`src/rtl/hrs_pkg.sv`:
```
package hrs_pkg;
  typedef enum logic [1:0] {
    SEQ_IDLE = 2'd0,
    SEQ_SCAN = 2'd1,
    SEQ_DONE = 2'd2
  } seq_state_e;
endpackage

```
`src/rtl/hrs_hit_capture.sv`:
```
// Synchronises hit pulses, detects rising edges and holds per-channel flags.
module hrs_hit_capture #(
  parameter int NUM_CH      = 32,
  parameter int SYNC_STAGES = 2
) (
  input  logic              clk,
  input  logic              rst_n,
  input  logic [NUM_CH-1:0] hit_in,
  input  logic [NUM_CH-1:0] ch_disable,
  input  logic              clear,
  output logic [NUM_CH-1:0] flags
);
  logic [SYNC_STAGES-1:0][NUM_CH-1:0] sync_q, sync_d;
  logic [NUM_CH-1:0] prev_q;
  logic [NUM_CH-1:0] rise;
  logic [NUM_CH-1:0] flags_q, flags_d;
  logic              flags_en;

  always_comb begin
    sync_d[0] = hit_in;
    for (int s = 1; s < SYNC_STAGES; s++) begin
      sync_d[s] = sync_q[s-1];
    end
  end

  assign rise = sync_q[SYNC_STAGES-1] & ~prev_q;

  always_comb begin
    flags_en = clear | (|(rise & ~ch_disable));
    if (clear) flags_d = '0;
    else       flags_d = flags_q | (rise & ~ch_disable);
  end

  always_ff @(posedge clk or negedge rst_n) begin
    if (!rst_n) begin
      sync_q <= '0;
      prev_q <= '0;
    end else begin
      sync_q <= sync_d;
      prev_q <= sync_q[SYNC_STAGES-1];
    end
  end

  always_ff @(posedge clk or negedge rst_n) begin
    if (!rst_n)        flags_q <= '0;
    else if (flags_en) flags_q <= flags_d;
  end

  assign flags = flags_q;
endmodule

```
`src/rtl/hrs_popcount.sv`:
```
// Counts the set bits of a vector.
module hrs_popcount #(
  parameter int W     = 32,
  parameter int CNT_W = $clog2(W + 1)
) (
  input  logic [W-1:0]     vec,
  output logic [CNT_W-1:0] count
);
  always_comb begin
    count = '0;
    for (int i = 0; i < W; i++) begin
      count = count + CNT_W'(vec[i]);
    end
  end
endmodule

```
`src/rtl/hrs_lowest_set.sv`:
```
// Priority encoder: index of the lowest set bit.
module hrs_lowest_set #(
  parameter int W     = 32,
  parameter int IDX_W = $clog2(W)
) (
  input  logic [W-1:0]     vec,
  output logic [IDX_W-1:0] idx,
  output logic             found
);
  always_comb begin
    idx   = '0;
    found = 1'b0;
    for (int i = W - 1; i >= 0; i--) begin
      if (vec[i]) begin
        idx   = IDX_W'(i);
        found = 1'b1;
      end
    end
  end
endmodule

```
`src/rtl/hrs_onehot_dec.sv`:
```
// Address to one-hot select decoder with an enable.
module hrs_onehot_dec #(
  parameter int W     = 32,
  parameter int IDX_W = $clog2(W)
) (
  input  logic             en,
  input  logic [IDX_W-1:0] idx,
  output logic [W-1:0]     sel
);
  for (genvar g = 0; g < W; g++) begin : g_line
    assign sel[g] = en && (idx == IDX_W'(g));
  end
endmodule

```
`src/rtl/hrs_sequencer.sv`:
```
// Walks the pending channel set in ascending order.
module hrs_sequencer
  import hrs_pkg::*;
#(
  parameter int NUM_CH = 32,
  parameter int ADDR_W = $clog2(NUM_CH)
) (
  input  logic              clk,
  input  logic              rst_n,
  input  logic [NUM_CH-1:0] flags,
  input  logic              sparse_mode,
  input  logic              start,
  input  logic              advance,
  input  logic              clear,
  output logic [ADDR_W-1:0] ch_addr,
  output logic              valid,
  output logic              done
);
  seq_state_e        state_q, state_d;
  logic [NUM_CH-1:0] pend_q, pend_d;
  logic              seq_en;
  logic              found;

  hrs_lowest_set #(.W(NUM_CH), .IDX_W(ADDR_W)) i_first (
    .vec   (pend_q),
    .idx   (ch_addr),
    .found (found)
  );

  always_comb begin
    state_d = state_q;
    pend_d  = pend_q;
    seq_en  = 1'b0;
    if (clear) begin
      seq_en  = 1'b1;
      pend_d  = '0;
      state_d = SEQ_IDLE;
    end else if (start) begin
      seq_en  = 1'b1;
      pend_d  = sparse_mode ? flags : '1;
      state_d = (pend_d != '0) ? SEQ_SCAN : SEQ_DONE;
    end else if (advance && state_q == SEQ_SCAN) begin
      seq_en  = 1'b1;
      pend_d  = pend_q & (pend_q - 1'b1);
      state_d = (pend_d != '0) ? SEQ_SCAN : SEQ_DONE;
    end
  end

  always_ff @(posedge clk or negedge rst_n) begin
    if (!rst_n) begin
      state_q <= SEQ_IDLE;
      pend_q  <= '0;
    end else if (seq_en) begin
      state_q <= state_d;
      pend_q  <= pend_d;
    end
  end

  assign valid = (state_q == SEQ_SCAN) && found;
  assign done  = (state_q == SEQ_DONE);
endmodule

```
`src/rtl/hit_readout_seq.sv`:
```
module hit_readout_seq #(
  parameter int NUM_CH      = 32,
  parameter int SYNC_STAGES = 2,
  localparam int ADDR_W     = $clog2(NUM_CH),
  localparam int CNT_W      = $clog2(NUM_CH + 1)
) (
  input  logic              clk,
  input  logic              rst_n,
  input  logic [NUM_CH-1:0] hit_in,
  input  logic [NUM_CH-1:0] ch_disable,
  input  logic              sparse_mode,
  input  logic              start,
  input  logic              advance,
  input  logic              clear,
  output logic              any_hit,
  output logic [CNT_W-1:0]  hit_count,
  output logic [ADDR_W-1:0] ch_addr,
  output logic [NUM_CH-1:0] ch_sel,
  output logic              valid,
  output logic              done
);
  logic [NUM_CH-1:0] flags;

  hrs_hit_capture #(.NUM_CH(NUM_CH), .SYNC_STAGES(SYNC_STAGES)) i_capture (
    .clk        (clk),
    .rst_n      (rst_n),
    .hit_in     (hit_in),
    .ch_disable (ch_disable),
    .clear      (clear),
    .flags      (flags)
  );

  assign any_hit = |flags;

  hrs_popcount #(.W(NUM_CH), .CNT_W(CNT_W)) i_count (
    .vec   (flags),
    .count (hit_count)
  );

  hrs_sequencer #(.NUM_CH(NUM_CH), .ADDR_W(ADDR_W)) i_seq (
    .clk         (clk),
    .rst_n       (rst_n),
    .flags       (flags),
    .sparse_mode (sparse_mode),
    .start       (start),
    .advance     (advance),
    .clear       (clear),
    .ch_addr     (ch_addr),
    .valid       (valid),
    .done        (done)
  );

  hrs_onehot_dec #(.W(NUM_CH), .IDX_W(ADDR_W)) i_dec (
    .en  (valid),
    .idx (ch_addr),
    .sel (ch_sel)
  );
endmodule

```
`config.mk`:
```
export PLATFORM = sky130hd
export DESIGN_NAME = hit_readout_seq
export DESIGN_NICKNAME = d
export VERILOG_FILES = /design/src/rtl/hrs_pkg.sv /design/src/rtl/hrs_hit_capture.sv /design/src/rtl/hrs_popcount.sv /design/src/rtl/hrs_lowest_set.sv /design/src/rtl/hrs_onehot_dec.sv /design/src/rtl/hrs_sequencer.sv /design/src/rtl/hit_readout_seq.sv
export SDC_FILE = /design/constraint.sdc
export NUM_CORES = 1
export LEC_CHECK = 0
export BUFFER_PORTS_ARGS = -buffer_cell sky130_fd_sc_hd__clkbuf_2
export CAP_MARGIN = 10
export CORE_MARGIN = 4
export CORE_UTILIZATION = 57
export CTS_BUF_LIST = sky130_fd_sc_hd__clkbuf_16
export DETAILED_ROUTE_END_ITERATION = 10
export GPL_TIMING_DRIVEN = 1
export HOLD_SLACK_MARGIN = 0.12
export PLACE_DENSITY = 0.79
export SYNTH_ARGS = -nofsm -noshare
export SYNTH_HDL_FRONTEND = slang
export SYNTH_SLANG_ARGS = --single-unit
```
`constraint.sdc`:
```
create_clock -name clk -period 7.6 [get_ports clk]
set_input_delay 0.76 -clock clk [delete_from_list [all_inputs] [get_ports clk]]
set_output_delay 0.76 -clock clk [all_outputs]
set_load 0.1 [all_outputs]
```
Word-level counts from Yosys, hierarchy flattened --
Index checks and enable logic that the tools add are counted.
Word-level totals: register bits 162, word-level logic and storage cells 196, latch bits 0, memories 0, input port bits 70, ROM bits 0, output and inout port bits 46, memory bits (writable) 0
Operators by class: equal/unequal tests 33, multipliers 0, bitwise logic cells 7, order comparisons 0, shift operators 0, divide/modulo/power cells 0, add/subtract/negate cells 32, reductions and logical operators 41, muxes and demuxes 77
Operators with widths (number):
- $add A6 B1 Y6 | 30
- $mux W32 | 5
- $mux W5 | 32
- $and A32 B32 Y32 | 3
- $eq A5 B5 Y1 const B | 16
- $not A32 Y32 | 2
- $reduce_bool A32 Y1 | 2
- $reduce_or A32 Y1 | 2
- $eq A5 B4 Y1 const B | 8
- $mux W1 | 35
- $logic_and A1 B1 Y1 | 34
- $or A32 B32 Y32 | 1
- $sub A32 B1 Y32 const B | 1
- $eq A5 B3 Y1 const B | 4
- $eq A5 B2 Y1 const B | 2
- $mux W2 | 5
- $eq A5 B1 Y1 const B | 1
- $logic_not A5 Y1 | 1
- $reduce_bool A3 Y1 | 1
- $add A1 B1 Y2 | 1
- $eq A2 B1 Y1 const B | 1
- $eq A2 B2 Y1 const B | 1
- $reduce_and A2 Y1 | 1
- $or A1 B1 Y1 | 1

Logic depth before layout (Yosys ltp) --
Gate-level depths: netlist of run 1.
depth after elaboration 34, mapped depth 17, gate-level depth less buffers 17

By module --
From an unflattened synthesis of run 1, not the netlist that was laid out.
Second synthesis, totals: cell total of the unflattened synthesis 742, area, all modules 7618.6 um^2
Modules (own cells, without submodules):
- hrs_hit_capture | times used 1, sequential area each 3203.1 um^2, cells an instance 227, area each 3778.6 um^2
- hrs_sequencer | times used 1, sequential area each 850.8 um^2, cells an instance 298, area each 2314.7 um^2
- hrs_popcount | times used 1, sequential area each 0.0 um^2, cells an instance 94, area each 845.8 um^2
- hrs_lowest_set | times used 1, sequential area each 0.0 um^2, cells an instance 65, area each 370.4 um^2
- hrs_onehot_dec | times used 1, sequential area each 0.0 um^2, cells an instance 47, area each 234.0 um^2
- hit_readout_seq | times used 1, sequential area each 0.0 um^2, cells an instance 11, area each 75.1 um^2

Worst setup path after synthesis of run 1 --
No wires, ideal clock.
kind reg-to-output, start reg i_seq.pend_q[24], end out ch_sel[13], buffers on the path 1, stages on the path, launching flop included 9, arrival 6.020 ns, required time 6.840 ns, setup slack 0.820 ns, path through dfrtp_1 clkbuf_1 or4_1 a21oi_1 o31ai_1 a21o_1 a31oi_1 nand4_1 nor3_1
Between the ends: longest elaborated chain between the ends 27, elaborated cells between the ends (all ways) 53, those cells by class 1 x eq/ne; 50 x mux; 2 x reduce/logical
Ends and longest elaborated chain:
- from (decl) | RTL line hrs_sequencer.sv:20 | logic [NUM_CH-1:0] pend_q, pend_d;
- from (signal assigned) | RTL line hrs_sequencer.sv:55 | pend_q <= pend_d;
- $mux W5 (25 in a row) | RTL line hrs_lowest_set.sv:14 | if (vec[i]) begin
- net ch_addr[2] | RTL line hit_readout_seq.sv:17 | output logic [ADDR_W-1:0] ch_addr,
- $eq A5 B4 Y1 | RTL line hrs_onehot_dec.sv:11 | assign sel[g] = en && (idx == IDX_W'(g));
- $logic_and A1 B1 Y1 | RTL line hrs_onehot_dec.sv:11
- to (decl) | RTL line hit_readout_seq.sv:18 | output logic [NUM_CH-1:0] ch_sel,
The timed path passes the listed nets, and every way through them passes these cells.

Final worst setup path of run 1 --
start reg i_capture.flags_q[1] (netlist: i_capture.flags[1]), end out hit_count[4]
Between the ends: longest elaborated chain between the ends 31
Ends and longest elaborated chain:
- from (decl) | RTL line hrs_hit_capture.sv:16 | logic [NUM_CH-1:0] flags_q, flags_d;
- from (signal assigned) | RTL line hrs_hit_capture.sv:46 | else if (flags_en) flags_q <= flags_d;
- $add A1 B1 Y2 | RTL line hrs_popcount.sv:12 | count = count + CNT_W'(vec[i]);
- $add A6 B1 Y6 (30 in a row) | RTL line hrs_popcount.sv:12
- to (decl) | RTL line hit_readout_seq.sv:16 | output logic [CNT_W-1:0] hit_count,
No other way between the ends.

==> impl_metrics.yaml, run 1 <==
outcome:
  result_of_the_run: "completed"
placed_design:
  place_inst: 958
  io_buffers: 115
  place_ws_ns: 1.21
  estimated_wirelength_of_the_detail_placed_design_um: 12200
  globalplace.congestion: 0.879
cts:
  cts-buffers-inserted: 17
  cts.clk_slew.worst_paths_ns: 0.07
  h-tree-depth: 4
  clock_latency_reported_for_the_late_side_of_the_worst_skew_pair_ns: 0.42
  post-cts-setup-buffer-count: 0
  cts_resized: 0
  clock_tree.root_cell: "sky130_fd_sc_hd__clkbuf_16"
  clock_sinks: 162
  holdBufCountCts: 0
  clock_tree.buffer_depth: 2
  cts_tree: "yes"
critical_path:
  cpPeakStageDelay_ns: 0.55
  critPathKind: "flop to primary output"
  critical_path_buf_inv_count: 4
  timing.reg2reg.worst_path_depth: 7
  crit_chain: "inv_1 -> ha_1 -> inv_1 -> fa_1 -> fa_1 -> fa_1 -> fa_1 -> fa_1 -> fa_1 -> inv_1 -> fa_1 -> fa_1 -> a21o_1 -> a21oi_1 -> xnor2_1 -> clkbuf_2"
  cp_num_cells: 16
  crit_path_max_fanout: 5
  critical-path-top-delay-family: "adder cells"
  worst_ep_required_time_ns: 6.84
  critical_path_arrival_ns: 6.05
  setup.worst_path.start_class: "flop"
  timing.critical_path.to_type: "primary output"
  crit_path_top_delay_cell: "sky130_fd_sc_hd__fa_1"
  worst_path_most_repeated_cell: "sky130_fd_sc_hd__fa_1"
finish:
  final-instance-count-excl-fill: 990
  fin_nets: 912
  antenna-diode-count: 0
  multi_input_logic_area_sq_um: 2870
  syn2layout_area_growth_pct: 17.5
  ff_latch_area_sq_um: 4050
  fillCellCount: 893
  drive_gt1_share_pct: 20.3
logic_synthesis:
  synth_cell_area_sq_um: 7260
  yosys_warnings: 0
  synth_enable_flop_cells: 0
  ranking_of_synthesized_cells_by_instance_count: "162 x sky130_fd_sc_hd__dfrtp_1, 112 x sky130_fd_sc_hd__nor2_1, 82 x sky130_fd_sc_hd__a21oi_1"
  netlist.top_cell.by_area: "sky130_fd_sc_hd__dfrtp_1"
  ys_types: 63
  yosysSeqAreaShare_pct: 55.8
  synth.most_common_cell: "sky130_fd_sc_hd__dfrtp_1"
  synth_async_reset_ratio_pct: 100
  synthesis.instances: 704
  yosys-top-cells-area: "sky130_fd_sc_hd__dfrtp_1 56%, sky130_fd_sc_hd__fa_1 6.6%, sky130_fd_sc_hd__nor2_1 5.8%"
  synth_area_per_cell_sq_um: 10.3
  synthesized_nets: 807
  yosysTopAreaCellShare_pct: 55.8
  postSynth.topFlopCell: "sky130_fd_sc_hd__dfrtp_1"
  count_of_state_elements_after_synthesis: 162
floorplan:
  initial_core_utilization_pct: 59.2
  boundaryPins: 116
  floorplan.die.height_um: 121
  std_cell_rows: 40
  die_area_sq_um: 14600
  core_region_area_sq_um: 12300
  die_width_um: 121
sta:
  fmaxAchievable_mhz: 147
  fin_hold_ws_ns: 0.347
  maxSlewHeadroom_pct: 37.6
  worst_case_setup_margin_in_the_final_layout_ns: 0.787
  tns_ns: 0
  fin_crit_sh_pct: 89.6
  maxSlewViolCount: 0
  final.setup_skew_ns: 0.00797
  finalHoldViolations: 0
  worst_pin_slew_ns: 0.936
  final-setup-viol-count: 0
  post-route-min-period_ns: 6.81
  rsz0062_at_grt: "no"
grt:
  initial_antenna_violation_count: 0
  vias_in_the_first_global_route: 5892
  grt_overflow: 0
  global_route_wire_length_before_repair_um: 29500
  grt_start_max_net_pins: 107
  total_global_routing_track_utilization_pct: 25.7
power_and_ir_drop:
  irDropWorstVdd_mv: 0.902
  power_leakage_nw: 3.94
  power.density_cell_area_nw_per_um2: 305
  design_power_total_mw: 2.60
detailed_routing:
  detail_route.drc_violations: 0
  detail_route.wl_per_cell_um: 17.7
  first_iter_violations: 525
  routed_via_count: 5823
  drt_first_pass_iters: 7
  routed_wl_um: 17600
  drt.antenna.violating_nets: 0
  post_drt_via_cell_ratio: 5.88
hold_path:
  whs_path_depth: 0
  min_path_type: "flop to flop"
flow_run:
  drv_cap: 0
[logic make-up after synthesis]
group / Yosys count / synth area share (%)
AOI/OAI and AO/OA: 194 / 16.1
and+or+nand+nor: 222 / 14.4
xor gates and xnor gates: 3 / 0.362
DFF: 162 / 55.8
buffers and inverters: 87 / 4.74
adders and majority gates: 36 / 8.60
[through the flow]
step / area (sq um) / util (%)
floorplan: 7260 / -
global placement: 7950 / 64.8
detailed placement: 7950 / 64.8
CTS: 8530 / 69.6
global route: 8530 / 69.6
finish: 8530 / 69.6
[final timing paths]
check	startpoint	to	slack [ns]
max in group asynchronous	rst_n	i_seq.pend_q[13]$_DFFE_PN0P_	5.96
worst max register to register	i_seq.pend_q[0]$_DFFE_PN0P_	i_seq.state_q[1]$_DFFE_PN0P_	4.07
worst min register to register	i_capture.sync_d[59]$_DFF_PN0_	i_capture.sync_q[59]$_DFF_PN0_	0.35
min in group asynchronous	rst_n	i_capture.sync_d[39]$_DFF_PN0_	0.41
worst min-delay path	i_capture.sync_d[59]$_DFF_PN0_	i_capture.sync_q[59]$_DFF_PN0_	0.35
worst max-delay path	i_capture.flags[1]$_DFFE_PN0P_	hit_count[4]	0.79
[report_power, final]
| part | internal [mW] | total [mW] | switching, mW |
|---|---|---|---|
| registers | 0.909 | 0.959 | 0.0502 |
| logic | 0.195 | 0.813 | 0.618 |
| clock network | 0.440 | 0.826 | 0.386 |
| total | 1.54 | 2.60 | 1.05 |
[state kept, by name (all words and copies together) (netlist names)]
name,count
i_capture.sync_q,32
i_capture.sync_d,32
i_capture.flags,32
i_seq.state_q,2
i_capture.prev_q,32
i_seq.pend_q,32
[per-layer routing]
metal	part of all wire, %	vias to the layer above	global-route usage (%)
li1	-	2620	-
met1	40	2819	34.8
met2	47	323	39.5
met3	8.9	61	5.92
met4	4.0	0	12.3
met5	0	-	0
[cell usage in the layout (no fill, tap or decap), types with 4 or more instances in the layout]
master	netlist	final
sky130_fd_sc_hd__a21o_1	6	6
sky130_fd_sc_hd__a21oi_1	82	81
sky130_fd_sc_hd__buf_4	0	4
sky130_fd_sc_hd__clkbuf_16	0	17
sky130_fd_sc_hd__clkbuf_2	0	114
sky130_fd_sc_hd__dfrtp_1	162	162
sky130_fd_sc_hd__fa_1	24	24
sky130_fd_sc_hd__ha_1	9	9
sky130_fd_sc_hd__inv_1	53	53
sky130_fd_sc_hd__inv_8	0	6
sky130_fd_sc_hd__nand2_1	29	29
sky130_fd_sc_hd__nand2b_1	4	4
sky130_fd_sc_hd__nand3_1	5	5
sky130_fd_sc_hd__nor2_1	112	112
sky130_fd_sc_hd__nor2b_1	9	9
sky130_fd_sc_hd__nor3_1	26	26
sky130_fd_sc_hd__nor4_1	13	13
sky130_fd_sc_hd__o21ai_0	62	62
sky130_fd_sc_hd__o31ai_1	5	5
sky130_fd_sc_hd__or4_1	4	4
[area by class of cell]
class	count	share of cell area (%)
clock inverters	15	1.85
inverters	54	2.38
multi-input cells	455	33.6
repair buffers	119	7.17
clock buffers	17	4.99
well taps	168	2.46
flip-flops and latches	162	47.5
Note: power is estimated with default switching activity, not from simulation.
==> run 2, diff against run 1 <==
- PLACE_DENSITY: 0.79 -> 0.77
==> impl_metrics.yaml, run 2 (synthesis gave the netlist of run 1 again) <==
floorplan:
  core_region_area_sq_um: 12300
  initial_core_utilization_pct: 59.2
  std_cell_rows: 40
  die_width_um: 121
  die_area_sq_um: 14600
  boundaryPins: 116
  floorplan.die.height_um: 121
placed_design:
  io_buffers: 115
  estimated_wirelength_of_the_detail_placed_design_um: 12200
  globalplace.congestion: 0.896
grt:
  initial_antenna_violation_count: 0
  global_route_wire_length_before_repair_um: 28700
  grt_overflow: 0
  total_global_routing_track_utilization_pct: 25.2
  grt_start_max_net_pins: 88
  vias_in_the_first_global_route: 5659
cts:
  h-tree-depth: 4
  cts.clk_slew.worst_paths_ns: 0.06
  cts-buffers-inserted: 17
  clock_tree.buffer_depth: 2
  cts_resized: 0
  post-cts-setup-buffer-count: 0
  clock_tree.root_cell: "sky130_fd_sc_hd__clkbuf_16"
  clock_latency_reported_for_the_late_side_of_the_worst_skew_pair_ns: 0.42
  holdBufCountCts: 0
  clock_sinks: 162
  cts_tree: "yes"
critical_path:
  setup.worst_path.start_class: "flop"
  worst_ep_required_time_ns: 6.84
  regToRegStartpoint: "i_seq.pend_q[0]$_DFFE_PN0P_"
  critical_path_arrival_ns: 6.04
  r2r_end: "i_seq.state_q[1]$_DFFE_PN0P_"
  cpPeakStageDelay_ns: 0.55
  crit_path_top_delay_cell: "sky130_fd_sc_hd__fa_1"
  critPathKind: "flop to primary output"
  timing.critical_path.to_type: "primary output"
  crit_path_max_fanout: 5
  timing.reg2reg.worst_path_depth: 7
  worst_path_most_repeated_cell: "sky130_fd_sc_hd__fa_1"
  critical_path_buf_inv_count: 4
  crit_chain: "inv_1 -> ha_1 -> inv_1 -> fa_1 -> fa_1 -> fa_1 -> fa_1 -> fa_1 -> fa_1 -> inv_1 -> fa_1 -> fa_1 -> a21o_1 -> a21oi_1 -> xnor2_1 -> clkbuf_2"
  critical-path-top-delay-family: "adder cells"
  rrSetupSlack_ns: 4.02
  crit_path_start: "i_capture.flags[1]$_DFFE_PN0P_"
sta:
  final.setup_skew_ns: 0.00585
  finalHoldViolations: 0
  worst_pin_slew_ns: 1.03
  fin_crit_sh_pct: 89.4
  tns_ns: 0
  rsz0062_at_grt: "no"
  post-route-min-period_ns: 6.80
  maxSlewHeadroom_pct: 31.1
  final-setup-viol-count: 0
  maxSlewViolCount: 0
  fmaxAchievable_mhz: 147
finish:
  drive_gt1_share_pct: 20.1
  ff_latch_area_sq_um: 4050
  fin_nets: 912
  final_common_cell: "sky130_fd_sc_hd__dfrtp_1"
  syn2layout_area_growth_pct: 17.2
  mostFrequentLayoutCells: "162 x sky130_fd_sc_hd__dfrtp_1, 114 x sky130_fd_sc_hd__clkbuf_2, 112 x sky130_fd_sc_hd__nor2_1"
  multi_input_logic_area_sq_um: 2870
  fillCellCount: 896
  antenna-diode-count: 0
detailed_routing:
  routed_via_count: 5707
  detail_route.wl_per_cell_um: 17.3
  first_iter_violations: 460
  drt.antenna.violating_nets: 0
  detail_route.drc_violations: 0
  drt_first_pass_iters: 5
  post_drt_via_cell_ratio: 5.76
  routed_wl_um: 17200
hold_path:
  min_path_type: "input pin to asynchronous set/reset pin"
outcome:
  result_of_the_run: "completed"
power_and_ir_drop:
  irDropWorstVdd_mv: 0.998
  design_power_total_mw: 2.57
  power_leakage_nw: 3.94
  power.density_cell_area_nw_per_um2: 303
flow_run:
  drv_cap: 0
[run 2: worst max-delay path by stage]
stage                     depth (start not counted)  slack [ns]            to
after floorplan                                   8        0.82    ch_sel[13]
after global placement                           16        1.36  hit_count[4]
after detailed placement                         16        1.28  hit_count[4]
after CTS                                        16        0.78  hit_count[4]
after global routing                             16        0.55  hit_count[4]
final                                            16        0.80  hit_count[4]
[run 2: per-layer routing]
layer  wire length (um)  share of wire, %  global-route usage [%]  vias up
li1                   -                 -                       -     2627
met1               7120                41                    34.8     2757
met2               8280                48                    39.0      287
met3               1370               8.0                    5.83       36
met4                411               2.4                    10.1        0
met5                  0                 0                       0        -
[run 2: final cells by class]
| cell class | count | share of cell area, % |
|---|---|---|
| Inverter | 54 | 2.38 |
| Clock inverter | 15 | 1.60 |
| Tap cell | 168 | 2.47 |
| Multi-Input combinational cell | 455 | 33.7 |
| Sequential cell | 162 | 47.6 |
| Timing Repair Buffer | 119 | 7.19 |
| Clock buffer | 17 | 5.00 |
[run 2: report_power, final]
group / internal, mW / switching (mW) / leakage (nW) / total, mW
registers: 0.910 / 0.0495 / 2.00 / 0.959
clock network: 0.454 / 0.350 / 0.276 / 0.804
logic: 0.196 / 0.616 / 1.66 / 0.812
[run 2: through the flow]
stage          util (%)  hold slack, ns  worst slack (ns)  std cells  cell area [sq um]
2_1_floorplan         -           0.331             0.820        704               7260
3_3_place_gp       64.8           0.331              1.36        958               7950
5_1_grt            69.4           0.351             0.548        990               8510
4_1_cts            69.4           0.348             0.784        990               8510
3_5_place_dp       64.8           0.335              1.28        958               7950
6_report           69.4           0.346             0.802        990               8510
==> run 3, diff against run 2 <==
- CORE_MARGIN: 4 -> 2
==> impl_metrics.yaml, run 3 (synthesis gave the netlist of run 1 again) <==
outcome:
  result_of_the_run: "completed"
detailed_routing:
  detail_route.drc_violations: 0
  first_iter_violations: 598
  drt_first_pass_iters: 6
  routed_wl_um: 18000
  drt.antenna.violating_nets: 0
  detail_route.wl_per_cell_um: 18.1
  post_drt_via_cell_ratio: 5.82
  routed_via_count: 5782
floorplan:
  core_region_area_sq_um: 12500
  die_width_um: 117
  boundaryPins: 116
  std_cell_rows: 41
  die_area_sq_um: 13700
  floorplan.die.height_um: 117
  initial_core_utilization_pct: 58.0
critical_path:
  rrSetupSlack_ns: 4.14
  crit_path_max_fanout: 5
  setup.worst_path.start_class: "flop"
  timing.critical_path.to_type: "primary output"
  critPathKind: "flop to primary output"
  critical_path_arrival_ns: 6.22
  worst_ep_required_time_ns: 6.84
grt:
  grt_overflow: 0
  grt_most_used_layer: "met2"
  global_route_wire_length_before_repair_um: 28400
  grt_start_max_net_pins: 91
  vias_in_the_first_global_route: 5549
  total_global_routing_track_utilization_pct: 27.9
  gr_layer_usage_met2_pct: 43.7
  grtUsageMet1_pct: 37.7
  gr-usage-met3_pct: 6.54
  initial_antenna_violation_count: 0
sta:
  tns_ns: 0
  worst_pin_slew_ns: 1.07
  finalHoldViolations: 0
  post-route-min-period_ns: 6.98
  fmaxAchievable_mhz: 143
  rsz0062_at_grt: "no"
  final.setup_skew_ns: 0.0105
  fin_crit_sh_pct: 91.8
  fin_hold_ws_ns: 0.339
  maxSlewHeadroom_pct: 28.7
  maxSlewViolCount: 0
  final-setup-viol-count: 0
cts:
  cts.clk_slew.worst_paths_ns: 0.07
  cts_resized: 0
  cts-buffers-inserted: 17
  clock_tree.buffer_depth: 2
  clock_sinks: 162
  clock_tree.root_cell: "sky130_fd_sc_hd__clkbuf_16"
  post-cts-setup-buffer-count: 0
  cts_tree: "yes"
  h-tree-depth: 4
  holdBufCountCts: 0
  clock_latency_reported_for_the_late_side_of_the_worst_skew_pair_ns: 0.42
finish:
  final_core_utilization_pct: 68.4
  syn2layout_area_growth_pct: 17.8
  antenna-diode-count: 0
  final-instance-count-excl-fill: 994
  mostFrequentLayoutCells: "162 x sky130_fd_sc_hd__dfrtp_1, 114 x sky130_fd_sc_hd__clkbuf_2, 112 x sky130_fd_sc_hd__nor2_1"
  final_common_cell: "sky130_fd_sc_hd__dfrtp_1"
  drive_gt1_share_pct: 20.0
  fin_nets: 912
hold_path:
  min_path_type: "input pin to asynchronous set/reset pin"
power_and_ir_drop:
  power_leakage_nw: 3.96
  irDropWorstVdd_mv: 1.11
  power.density_cell_area_nw_per_um2: 311
  design_power_total_mw: 2.66
placed_design:
  io_buffers: 115
  globalplace.congestion: 0.910
  estimated_wirelength_of_the_detail_placed_design_um: 12200
  place_inst: 962
flow_run:
  drv_cap: 0
==> run 3: cell count changes in the layout (fill, tap and decap cells not counted) <==
cell / change
sky130_fd_sc_hd__bufinv_16: +2
sky130_fd_sc_hd__clkinv_1: +2
sky130_fd_sc_hd__clkinv_2: -1
sky130_fd_sc_hd__clkinv_4: -1
sky130_fd_sc_hd__clkinvlp_4: -3
sky130_fd_sc_hd__inv_1: -1
sky130_fd_sc_hd__inv_6: +3
sky130_fd_sc_hd__inv_8: -1
==> run 3: critical path, stage by stage, from the launching register on <==
cell and delay, ns:
sky130_fd_sc_hd__dfrtp_1 0.48, sky130_fd_sc_hd__inv_1 0.12, sky130_fd_sc_hd__ha_1 0.32, sky130_fd_sc_hd__inv_1 0.06, sky130_fd_sc_hd__fa_1 0.45, sky130_fd_sc_hd__fa_1 0.53
sky130_fd_sc_hd__fa_1 0.43, sky130_fd_sc_hd__fa_1 0.53, sky130_fd_sc_hd__fa_1 0.44, sky130_fd_sc_hd__fa_1 0.50, sky130_fd_sc_hd__inv_1 0.06, sky130_fd_sc_hd__fa_1 0.41
sky130_fd_sc_hd__fa_1 0.47, sky130_fd_sc_hd__a21o_1 0.20, sky130_fd_sc_hd__a21oi_1 0.17, sky130_fd_sc_hd__xnor2_1 0.14, sky130_fd_sc_hd__clkbuf_2 0.48
==> run 3: path summary, 6_finish.rpt <==
path,from,depth (start not counted),to
max,i_capture.flags[1]$_DFFE_PN0P_,16,hit_count[4]
min,rst_n,1,i_capture.flags[15]$_DFFE_PN0P_
max reg2reg,i_seq.pend_q[0]$_DFFE_PN0P_,7,i_seq.state_q[1]$_DFFE_PN0P_
min reg2reg,i_capture.sync_d[42]$_DFF_PN0_,0,i_capture.sync_q[42]$_DFF_PN0_
max in group asynchronous,rst_n,2,i_capture.flags[21]$_DFFE_PN0P_
min in group clk,i_capture.sync_d[42]$_DFF_PN0_,0,i_capture.sync_q[42]$_DFF_PN0_
==> run 3: metal layers <==
layer	wire, um	vias to the layer above
met5	0	-
met4	615	0
met3	1470	56
met2	8610	311
met1	7340	2795
li1	-	2620
==> run 3: power breakdown <==
part | internal [mW] | total (mW) | switching, mW
sequential | 0.909 | 0.960 | 0.0510
clock | 0.521 | 0.876 | 0.355
combinational | 0.199 | 0.827 | 0.628
total | 1.63 | 2.66 | 1.03
==> run 3: final cells by class <==
class | count | area, sq um
sequential | 162 | 4050
clock buffer | 17 | 425
tap | 172 | 215
multi-input combinational | 455 | 2870
fill | 955 | 3960
timing repair buffer | 119 | 612
clock inverter | 15 | 179
inverter | 54 | 203
==> run 3: metrics by stage <==
stage	setup WS, ns	area (sq um)
detailed placement	1.22	7950
finish	0.623	8560
floorplan	0.820	7260
global route	0.476	8560
CTS	0.663	8560
global placement	1.37	7950
